<file path="src/rtl/bdc_pkg.sv">
package bdc_pkg;

  typedef enum logic [1:0] {
    ST_IDLE_OUT = 2'd0,
    ST_TURN_IN  = 2'd1,
    ST_READ_IN  = 2'd2,
    ST_TURN_OUT = 2'd3
  } bdc_state_e;

  function automatic logic read_req(input logic cs, input logic rd);
    return cs & rd;
  endfunction

  function automatic logic write_req(input logic cs, input logic rd, input logic wr);
    return cs & wr & ~rd;
  endfunction

  function automatic int unsigned drivers_on_side(input logic a, input logic b);
    return int'(a) + int'(b);
  endfunction

endpackage

</file>
<file path="src/rtl/bdc_turn_timer.sv">
module bdc_turn_timer #(
  parameter int unsigned TURN_CYC = 1
) (
  input  logic clk,
  input  logic rst,
  input  logic load,
  input  logic dec,
  output logic done
);
  localparam int unsigned CW = (TURN_CYC > 1) ? $clog2(TURN_CYC) : 1;
  localparam logic [CW-1:0] LOAD_VAL = CW'(TURN_CYC - 1);

  logic [CW-1:0] cnt_q;

  always_ff @(posedge clk) begin
    if (rst)                    cnt_q <= '0;
    else if (load)              cnt_q <= LOAD_VAL;
    else if (dec && cnt_q != 0) cnt_q <= cnt_q - 1'b1;
  end

  assign done = (cnt_q == '0);

  a_r3_timer_load: assert property (@(posedge clk) disable iff (rst)
    load |=> (cnt_q == LOAD_VAL));
endmodule

</file>
<file path="src/rtl/bdc_fsm.sv">
module bdc_fsm
  import bdc_pkg::*;
#(
  parameter int unsigned TURN_CYC = 1
) (
  input  logic clk,
  input  logic rst,
  input  logic rd_req,
  input  logic wr_req,
  output logic dir,
  output logic busy,
  output logic wr_go,
  output logic rd_win
);
  bdc_state_e st_q, st_d;
  logic dir_q, dir_d;
  logic t_load, t_dec, t_done;

  bdc_turn_timer #(.TURN_CYC(TURN_CYC)) u_timer (
    .clk(clk), .rst(rst), .load(t_load), .dec(t_dec), .done(t_done)
  );

  // named internal events for the assertions
  logic ev_enter_read, ev_abort, ev_back_idle;

  always_comb begin
    st_d   = st_q;
    dir_d  = dir_q;
    t_load = 1'b0;
    t_dec  = 1'b0;
    ev_enter_read = 1'b0;
    ev_abort      = 1'b0;
    ev_back_idle  = 1'b0;
    case (st_q)
      ST_IDLE_OUT: if (rd_req) begin
        st_d = ST_TURN_IN; t_load = 1'b1;
      end
      ST_TURN_IN: begin
        if (!rd_req) begin
          st_d = ST_TURN_OUT; t_load = 1'b1; ev_abort = 1'b1;
        end else if (t_done) begin
          st_d = ST_READ_IN; dir_d = 1'b1; ev_enter_read = 1'b1;
        end else t_dec = 1'b1;
      end
      ST_READ_IN: if (!rd_req) begin
        st_d = ST_TURN_OUT; t_load = 1'b1;
      end
      ST_TURN_OUT: begin
        if (t_done) begin
          st_d = ST_IDLE_OUT; dir_d = 1'b0; ev_back_idle = 1'b1;
        end else t_dec = 1'b1;
      end
      default: st_d = ST_IDLE_OUT;
    endcase
  end

  always_ff @(posedge clk) begin
    if (rst) begin
      st_q  <= ST_IDLE_OUT;
      dir_q <= 1'b0;
    end else begin
      st_q  <= st_d;
      dir_q <= dir_d;
    end
  end

  assign dir    = dir_q;
  assign busy   = (st_q != ST_IDLE_OUT);
  assign wr_go  = wr_req && (st_q == ST_IDLE_OUT);
  assign rd_win = (st_q == ST_READ_IN);

  a_r3_rise_only_into_read: assert property (@(posedge clk) disable iff (rst)
    $rose(dir_q) |-> (st_q == ST_READ_IN));
  a_r6_no_flip_in_turn_in: assert property (@(posedge clk) disable iff (rst)
    (st_q == ST_TURN_IN) |-> !dir_q);
  a_r6_abort_goes_out: assert property (@(posedge clk) disable iff (rst)
    ev_abort |=> (st_q == ST_TURN_OUT && !dir_q));
  a_r5_fall_only_to_idle: assert property (@(posedge clk) disable iff (rst)
    $fell(dir_q) |-> (st_q == ST_IDLE_OUT));
  a_r8_write_when_idle: assert property (@(posedge clk) disable iff (rst)
    wr_go |-> (!dir_q && !rd_req));
  a_r9_window_has_dir: assert property (@(posedge clk) disable iff (rst)
    rd_win |-> dir_q);
  a_r4_idle_dir_low: assert property (@(posedge clk) disable iff (rst)
    (st_q == ST_IDLE_OUT) |-> !dir_q);
endmodule

</file>
<file path="src/rtl/bdc_datapath.sv">
module bdc_datapath
  import bdc_pkg::*;
#(
  parameter int unsigned DW = 8
) (
  input  logic          clk,
  input  logic          rst,
  input  logic          dir,
  input  logic          proc_en,
  input  logic          periph_en,
  input  logic [DW-1:0] proc_wdata,
  input  logic [DW-1:0] periph_rdata,
  output logic [DW-1:0] proc_bus,
  output logic [DW-1:0] periph_bus,
  output logic          proc_clash,
  output logic          periph_clash
);
  logic [DW-1:0] proc_src, periph_src;

  assign proc_src   = proc_en   ? proc_wdata   : '0;
  assign periph_src = periph_en ? periph_rdata : '0;

  // buffer always enabled: it drives whichever side dir selects
  assign proc_bus   = dir ? periph_src : proc_src;
  assign periph_bus = dir ? periph_src : proc_src;

  assign proc_clash   = drivers_on_side(proc_en, dir) > 1;
  assign periph_clash = drivers_on_side(periph_en, !dir) > 1;

  a_r11_no_clash: assert property (@(posedge clk) disable iff (rst)
    !proc_clash && !periph_clash);
endmodule

</file>
<file path="src/rtl/bus_dir_ctrl.sv">
module bus_dir_ctrl
  import bdc_pkg::*;
#(
  parameter int unsigned DW       = 8,
  parameter int unsigned TURN_CYC = 1
) (
  input  logic          clk,
  input  logic          rst,
  input  logic          cs_i,
  input  logic          rd_i,
  input  logic          wr_i,
  input  logic [DW-1:0] proc_wdata_i,
  input  logic [DW-1:0] periph_rdata_i,
  output logic          buf_oe_o,
  output logic          dir_o,
  output logic          busy_o,
  output logic          wr_go_o,
  output logic          rd_win_o,
  output logic [DW-1:0] proc_bus_o,
  output logic [DW-1:0] periph_bus_o,
  output logic          proc_clash_o,
  output logic          periph_clash_o
);
  logic rd_req, wr_req;
  logic dir_w, wr_go_w, rd_win_w;

  assign rd_req = read_req(cs_i, rd_i);
  assign wr_req = write_req(cs_i, rd_i, wr_i);

  bdc_fsm #(.TURN_CYC(TURN_CYC)) u_fsm (
    .clk(clk), .rst(rst), .rd_req(rd_req), .wr_req(wr_req),
    .dir(dir_w), .busy(busy_o), .wr_go(wr_go_w), .rd_win(rd_win_w)
  );

  bdc_datapath #(.DW(DW)) u_dp (
    .clk(clk), .rst(rst), .dir(dir_w),
    .proc_en(wr_go_w), .periph_en(rd_win_w),
    .proc_wdata(proc_wdata_i), .periph_rdata(periph_rdata_i),
    .proc_bus(proc_bus_o), .periph_bus(periph_bus_o),
    .proc_clash(proc_clash_o), .periph_clash(periph_clash_o)
  );

  assign buf_oe_o = 1'b1;
  assign dir_o    = dir_w;
  assign wr_go_o  = wr_go_w;
  assign rd_win_o = rd_win_w;

  a_r1_oe_held: assert property (@(posedge clk) buf_oe_o);
  a_r7_busy_while_turned: assert property (@(posedge clk) disable iff (rst)
    (dir_o || rd_win_o) |-> busy_o);
endmodule

</file>
<file path="config.mk">
export PLATFORM = sky130hd
export DESIGN_NAME = bus_dir_ctrl
export DESIGN_NICKNAME = d
export VERILOG_FILES = /design/src/rtl/bdc_pkg.sv /design/src/rtl/bdc_turn_timer.sv /design/src/rtl/bdc_fsm.sv /design/src/rtl/bdc_datapath.sv /design/src/rtl/bus_dir_ctrl.sv
export SDC_FILE = /design/constraint.sdc
export NUM_CORES = 1
export LEC_CHECK = 0
export BUFFER_PORTS_ARGS = -buffer_cell sky130_fd_sc_hd__buf_2
export CORE_UTILIZATION = 39
export DETAILED_ROUTE_END_ITERATION = 16
export PLACE_DENSITY = 0.82
export SYNTH_ARGS = -nofsm -noshare
export SYNTH_HDL_FRONTEND = slang
export SYNTH_HIERARCHICAL = 1
export SYNTH_SLANG_ARGS = --single-unit
</file>
<file path="constraint.sdc">
create_clock -name clk -period 4.1 [get_ports clk]
set_input_delay 0.615 -clock clk [delete_from_list [all_inputs] [get_ports clk]]
set_output_delay 0.615 -clock clk [all_outputs]
set_load 0.005 [all_outputs]
</file>
## Word level (Yosys, flattened, before mapping)

Index checks and enable logic that the tools add are counted.

- Flip-flop bits (word level): 4
- Input bits: 21

- Add/subtract/negate cells: 3
- Order comparisons: 2
- Eq/ne operators: 9
- Multiplexer cells: 19
- Bitwise logic cells: 4
- Reductions and logical operators: 10

Operators by type and width:

| cell | count |
|---|---|
| $gt A32 B1 Y1 const B | 2 |
| $mux W8 | 3 |
| $mux W2 | 5 |
| $pmux W2 S4 | 1 |
| $reduce_and A4 Y1 | 2 |
| $mux W1 | 7 |
| $ne A2 B2 Y1 const B | 3 |
| $pmux W1 S2 | 3 |
| $add A1 B1 Y2 | 2 |
| $eq A2 B2 Y1 const B | 2 |
| $ne A2 B1 Y1 const B | 2 |
| $reduce_bool A2 Y1 | 2 |
| $reduce_or A2 Y1 | 2 |
| $and A1 B1 Y1 | 3 |
| $ne A3 B3 Y1 const B | 1 |
| $eq A2 B1 Y1 const B | 1 |
| $logic_and A1 B1 Y1 | 2 |
| $logic_not A2 Y1 | 1 |
| $logic_not A1 Y1 | 1 |
| $not A1 Y1 | 1 |
| $sub A1 B1 Y1 const B | 1 |

## Depth between registers and ports, before layout

- Word-level depth: 5
- Gate-level depth with buffers: 7

## Cells and area by module

The synthesis kept the hierarchy.

By module, submodules not included:

| module | times used | cells each | area each (um^2) | seq. area each (um^2) |
|---|---|---|---|---|
| bdc_fsm | 1 | 27 | 255.2 | 60.1 |
| bdc_datapath | 1 | 23 | 186.4 | 0.0 |
| bdc_turn_timer | 1 | 3 | 38.8 | 20.0 |
| bus_dir_ctrl | 1 | 4 | 27.5 | 0.0 |

## Worst setup path before layout

No wires, ideal clock.

- Path type: input to output
- From: in wr_i
- To: out proc_bus_o[3]
- Arrival time: 1564 ps
- Slack: 1921 ps
- Cell stages on the path: 6
- Path buffers: 2
- Path through: and3b_1 -> and2_1 -> nor2b_1 -> buf_6 -> a32o_2 -> buf_4

- Cells in the longest elaborated chain, start to end: 5

Ends and longest elaborated chain:

| what | line | RTL |
|---|---|---|
| start, declared | bus_dir_ctrl.sv:11 | `input logic wr_i,` |
| $and A1 B1 Y1 (2 in a row) | bdc_pkg.sv:15 | `return cs & wr & ~rd;` |
| $logic_and A1 B1 Y1 | bdc_fsm.sv:69 | `assign wr_go = wr_req && (st_q == ST_IDLE_OUT);` |
| via wr_go_o | bus_dir_ctrl.sv:17 | `output logic wr_go_o,` |
| $mux W8 | bdc_datapath.sv:20 | `assign proc_src = proc_en ? proc_wdata : '0;` |
| $mux W8 | n/a |  |
| end, declared | bus_dir_ctrl.sv:19 | `output logic [DW-1:0] proc_bus_o,` |

The timed path passes the listed nets, and every way through them passes these cells.

## Final worst setup path

- From: reg u_fsm.st_q[1]
- To: out proc_bus_o[1]

- Cells in the longest elaborated chain, start to end: 4
- Elaborated cells between the ends (all ways): 6

Ends and longest elaborated chain:

| what | line | RTL |
|---|---|---|
| start, declared | bdc_fsm.sv:15 | `bdc_state_e st_q, st_d;` |
| start signal, assigned | bdc_fsm.sv:62 | `st_q <= st_d;` |
| $logic_not A2 Y1 | bdc_fsm.sv:69 |  |
| $logic_and A1 B1 Y1 | bdc_fsm.sv:69 |  |
| $mux W8 | bdc_datapath.sv:20 |  |
| $mux W8 * | bdc_datapath.sv:24 | `assign proc_bus = dir ? periph_src : proc_src;` |

Mark *: on every way between the ends. The rest lies on a longest branch, timed or not.

==> metrics.md <==
| Metric | Value |
|---|---|
| Status | finished clean |
| Max incr delay on CP | 0.38 ns |
| CTS tree | yes |
| WL met3 | 133 um |
| Die width | 38.1 um |
| Vias per cell | 5.23 |
| DRC viols | 0 |
| Die Height | 38.1 um |
| CP cell instances | inv_1 -> ha_1 -> and2_1 -> nor2b_1 -> a22o_1 -> buf_2 |
| Antenna-violating nets left | 0 |
| Crit path from | u_fsm/st_q[1] |
| Number of clock sinks | 4 |
| HPWL after DPL | 971 um |
| Num CTS Buffers | 3 |
| Commonest cells after routing, fill and taps aside | buf_2, a22o_1, inv_1, ha_1, dfxtp_1 |
| Dominant synthesized flop cell | dfxtp_1 |
| ANT cells | 0 |
| Vias in the first global route | 434 |
| Number of buffers on the longest clock path | 2 |
| Most common cell after layout, fill and taps aside | buf_2 |
| Grt ovf | 0 |
| Post-CTS Setup Repair Bufs | 0 |
| Via count | 549 |
| Die area | 1450 um2 |
| Wire length on met2 | 578 um |
| Largest net degree at the start of global routing | 9 |
| Crit path DAT | 1.89 ns |
| Uppermost routed layer | met3 |
| Hold Vio Cnt, Final | 0 |
| Area grow syn2layout | 31.5% |
| Leak | 0.390 nW |
| Hold buffers post-CTS | 0 |
| Final setup viols | 0 |
| Worst r2r src | u_fsm/st_q[1] |
| CP Capture Type | primary output |
| Synth top area share | 15.8% |
| NumNets Final | 119 |
| IO Count | 44 |
| Drt first pass iters | 4 |
| Minimum clock period | 2.50 ns |
| Sequential area share after synthesis | 15.8% |
| Unrepaired setup endpoints after global routing | false |
| Syn Std Cell Area | 508 um2 |
| Hold Crit Class | reg -> reg |
| Reg2reg path depth | 5 |
| Mapped Nets | 83 |
| Gpl congestion | 0.777 |
| Crit path kind | reg -> out |
| Final period util | 61.1% |
| DR iter-0 viols | 8 |
| H-Tree Depth | 1 |
| Layout cells sized above 1 | 56.0% |
| Total GRT Usage | 16.2% |
| Clock latency on the worst-skew pair | 0.24 ns |
| First-pass GRT wire length | 1.64 mm |
| Post_cts resized | 0 |
| CP Capture Point | proc_bus_o[1] |
| Top post-synthesis cells by area | dfxtp_1, buf_4, ha_1, a22o_1, buf_6 |
| Clk pin slew, worst setup/hold paths | 0.04 ns |
| Highest clock rate | 399 MHz |
| Crit-path slowest cell | nor2b_1 |
| Metal-1 WL | 423 um |
| Final Instance Area | 668 um2 |
| Crit-path max FO | 7 |
| Yosys top cell by area | dfxtp_1 |
| Cell Pwr Density | 481 nW/um2 |
| Clk root buf | clkbuf_4 |
| Cell variety after synth | 29 |
| Async S/R FF share, synth | 0% |
| Site row count | 12 |
| Mean Syn Cell Area | 8.91 um2 |
| Critical Path RT | 3.48 ns |
| Routed wire per std cell | 10.8 um |
| Max-slew violations | 0 |
| Post-synth EDFFs | 0 |
| Ys Warns | 6 |
| Setup crit start kind | flop |
| Clock Skews | 0.00416 ns |
| Final WL | 1.14 mm |
| Antenna violations before repair | 0 |
| Total Neg Setup Slack | 0 ns |
| MaxCap Viol Count | 0 |
| Placeable core area | 1160 um2 |
| Reg2reg end | u_fsm/st_q[0] |
| Mapped Cells | 57 |
| Initial cell density of the core | 43.9% |
| Worst vdd ir | 308 uV |
| R2R setup slack | 2.60 ns |
| DP Area | 646 um2 |
| Buffers on Ports | 42 |
| Flops & latches, synth | 4 |
## where the power goes
group | internal (W) | switching (W) | total [W]
clock | 0.0000328 | 0.0000168 | 0.0000495
combinational | 0.0000953 | 0.000105 | 0.000200
sequential | 0.0000529 | 0.0000188 | 0.0000716
total | 0.000181 | 0.000141 | 0.000322
## through the flow
step / setup slack [ns] / power (W) / cells / util [%] / hold slack [ns]
final: 1.60 / 0.000322 / 105 / 57.8 / 0.491
after global routing: 1.44 / 0.000351 / 105 / 57.8 / 0.507
after CTS: 1.61 / 0.000322 / 105 / 57.8 / 0.495
after detailed placement: 1.71 / 0.000270 / 102 / 55.8 / 0.490
after global placement: 1.73 / 0.000260 / 102 / 55.8 / 0.480
after floorplan: 1.92 / 0.000214 / 57 / - / 0.475
## cell type report
type	instances	area, um2
well taps	14	17.5
inverters	5	18.8
repair buffers	42	210
fillers	113	488
flip-flops and latches	4	80.1
multi-input cells	37	319
clock buffers	3	22.5
## Yosys cell counts (all sizes together), types with 2 or more instances
cell type and count:
inv 5, dfxtp 4, and2 4, buf 11, ha 5, nor2b 2, a31oi 2, a22o 6
## cells by family after synthesis
| kind of cell | count (synthesis) | synth area share, % |
|---|---|---|
| muxes | 2 | 4.19 |
| DFF | 4 | 15.8 |
| adders and majority gates | 5 | 12.3 |
| buffers and inverters | 16 | 21.4 |
| and+or+nand+nor | 12 | 16.7 |
| AOI/OAI and AO/OA | 17 | 28.8 |
| other | 1 | 0.738 |
## worst min path at each step
stage / cells after the start / to / start / slack [ns]
2_1_floorplan: 1 / u_fsm/u_timer/cnt_q / u_fsm/u_timer/cnt_q / 0.48
3_3_place_gp: 1 / u_fsm/u_timer/cnt_q / u_fsm/u_timer/cnt_q / 0.48
3_5_place_dp: 1 / u_fsm/u_timer/cnt_q / u_fsm/u_timer/cnt_q / 0.49
4_1_cts: 1 / u_fsm/u_timer/cnt_q / u_fsm/u_timer/cnt_q / 0.49
5_1_grt: 1 / u_fsm/u_timer/cnt_q / u_fsm/u_timer/cnt_q / 0.51
6_report: 1 / u_fsm/u_timer/cnt_q / u_fsm/u_timer/cnt_q / 0.49
## registers in the layout, indices dropped and copies added (netlist names)
name	flops
u_fsm/dir	1
u_fsm/st_q	2
u_fsm/u_timer/cnt_q	1
## per-layer routing
metal / up-vias / GRT usage [%]
met5: - / 0
met3: 0 / 7.56
li1: 270 / -
met4: 0 / 6.25
met2: 36 / 30.5
met1: 243 / 14.5
## critical path: cells and delay by family (launching register included)
| family | cells | cell delay (ns) |
|---|---|---|
| and+or+nand+nor | 2 | 0.58 |
| DFF | 1 | 0.34 |
| adders and majority gates | 1 | 0.26 |
| buffers and inverters | 2 | 0.25 |
| AOI/OAI and AO/OA | 1 | 0.21 |
No activity file was read; power rests on OpenSTA's default activity.
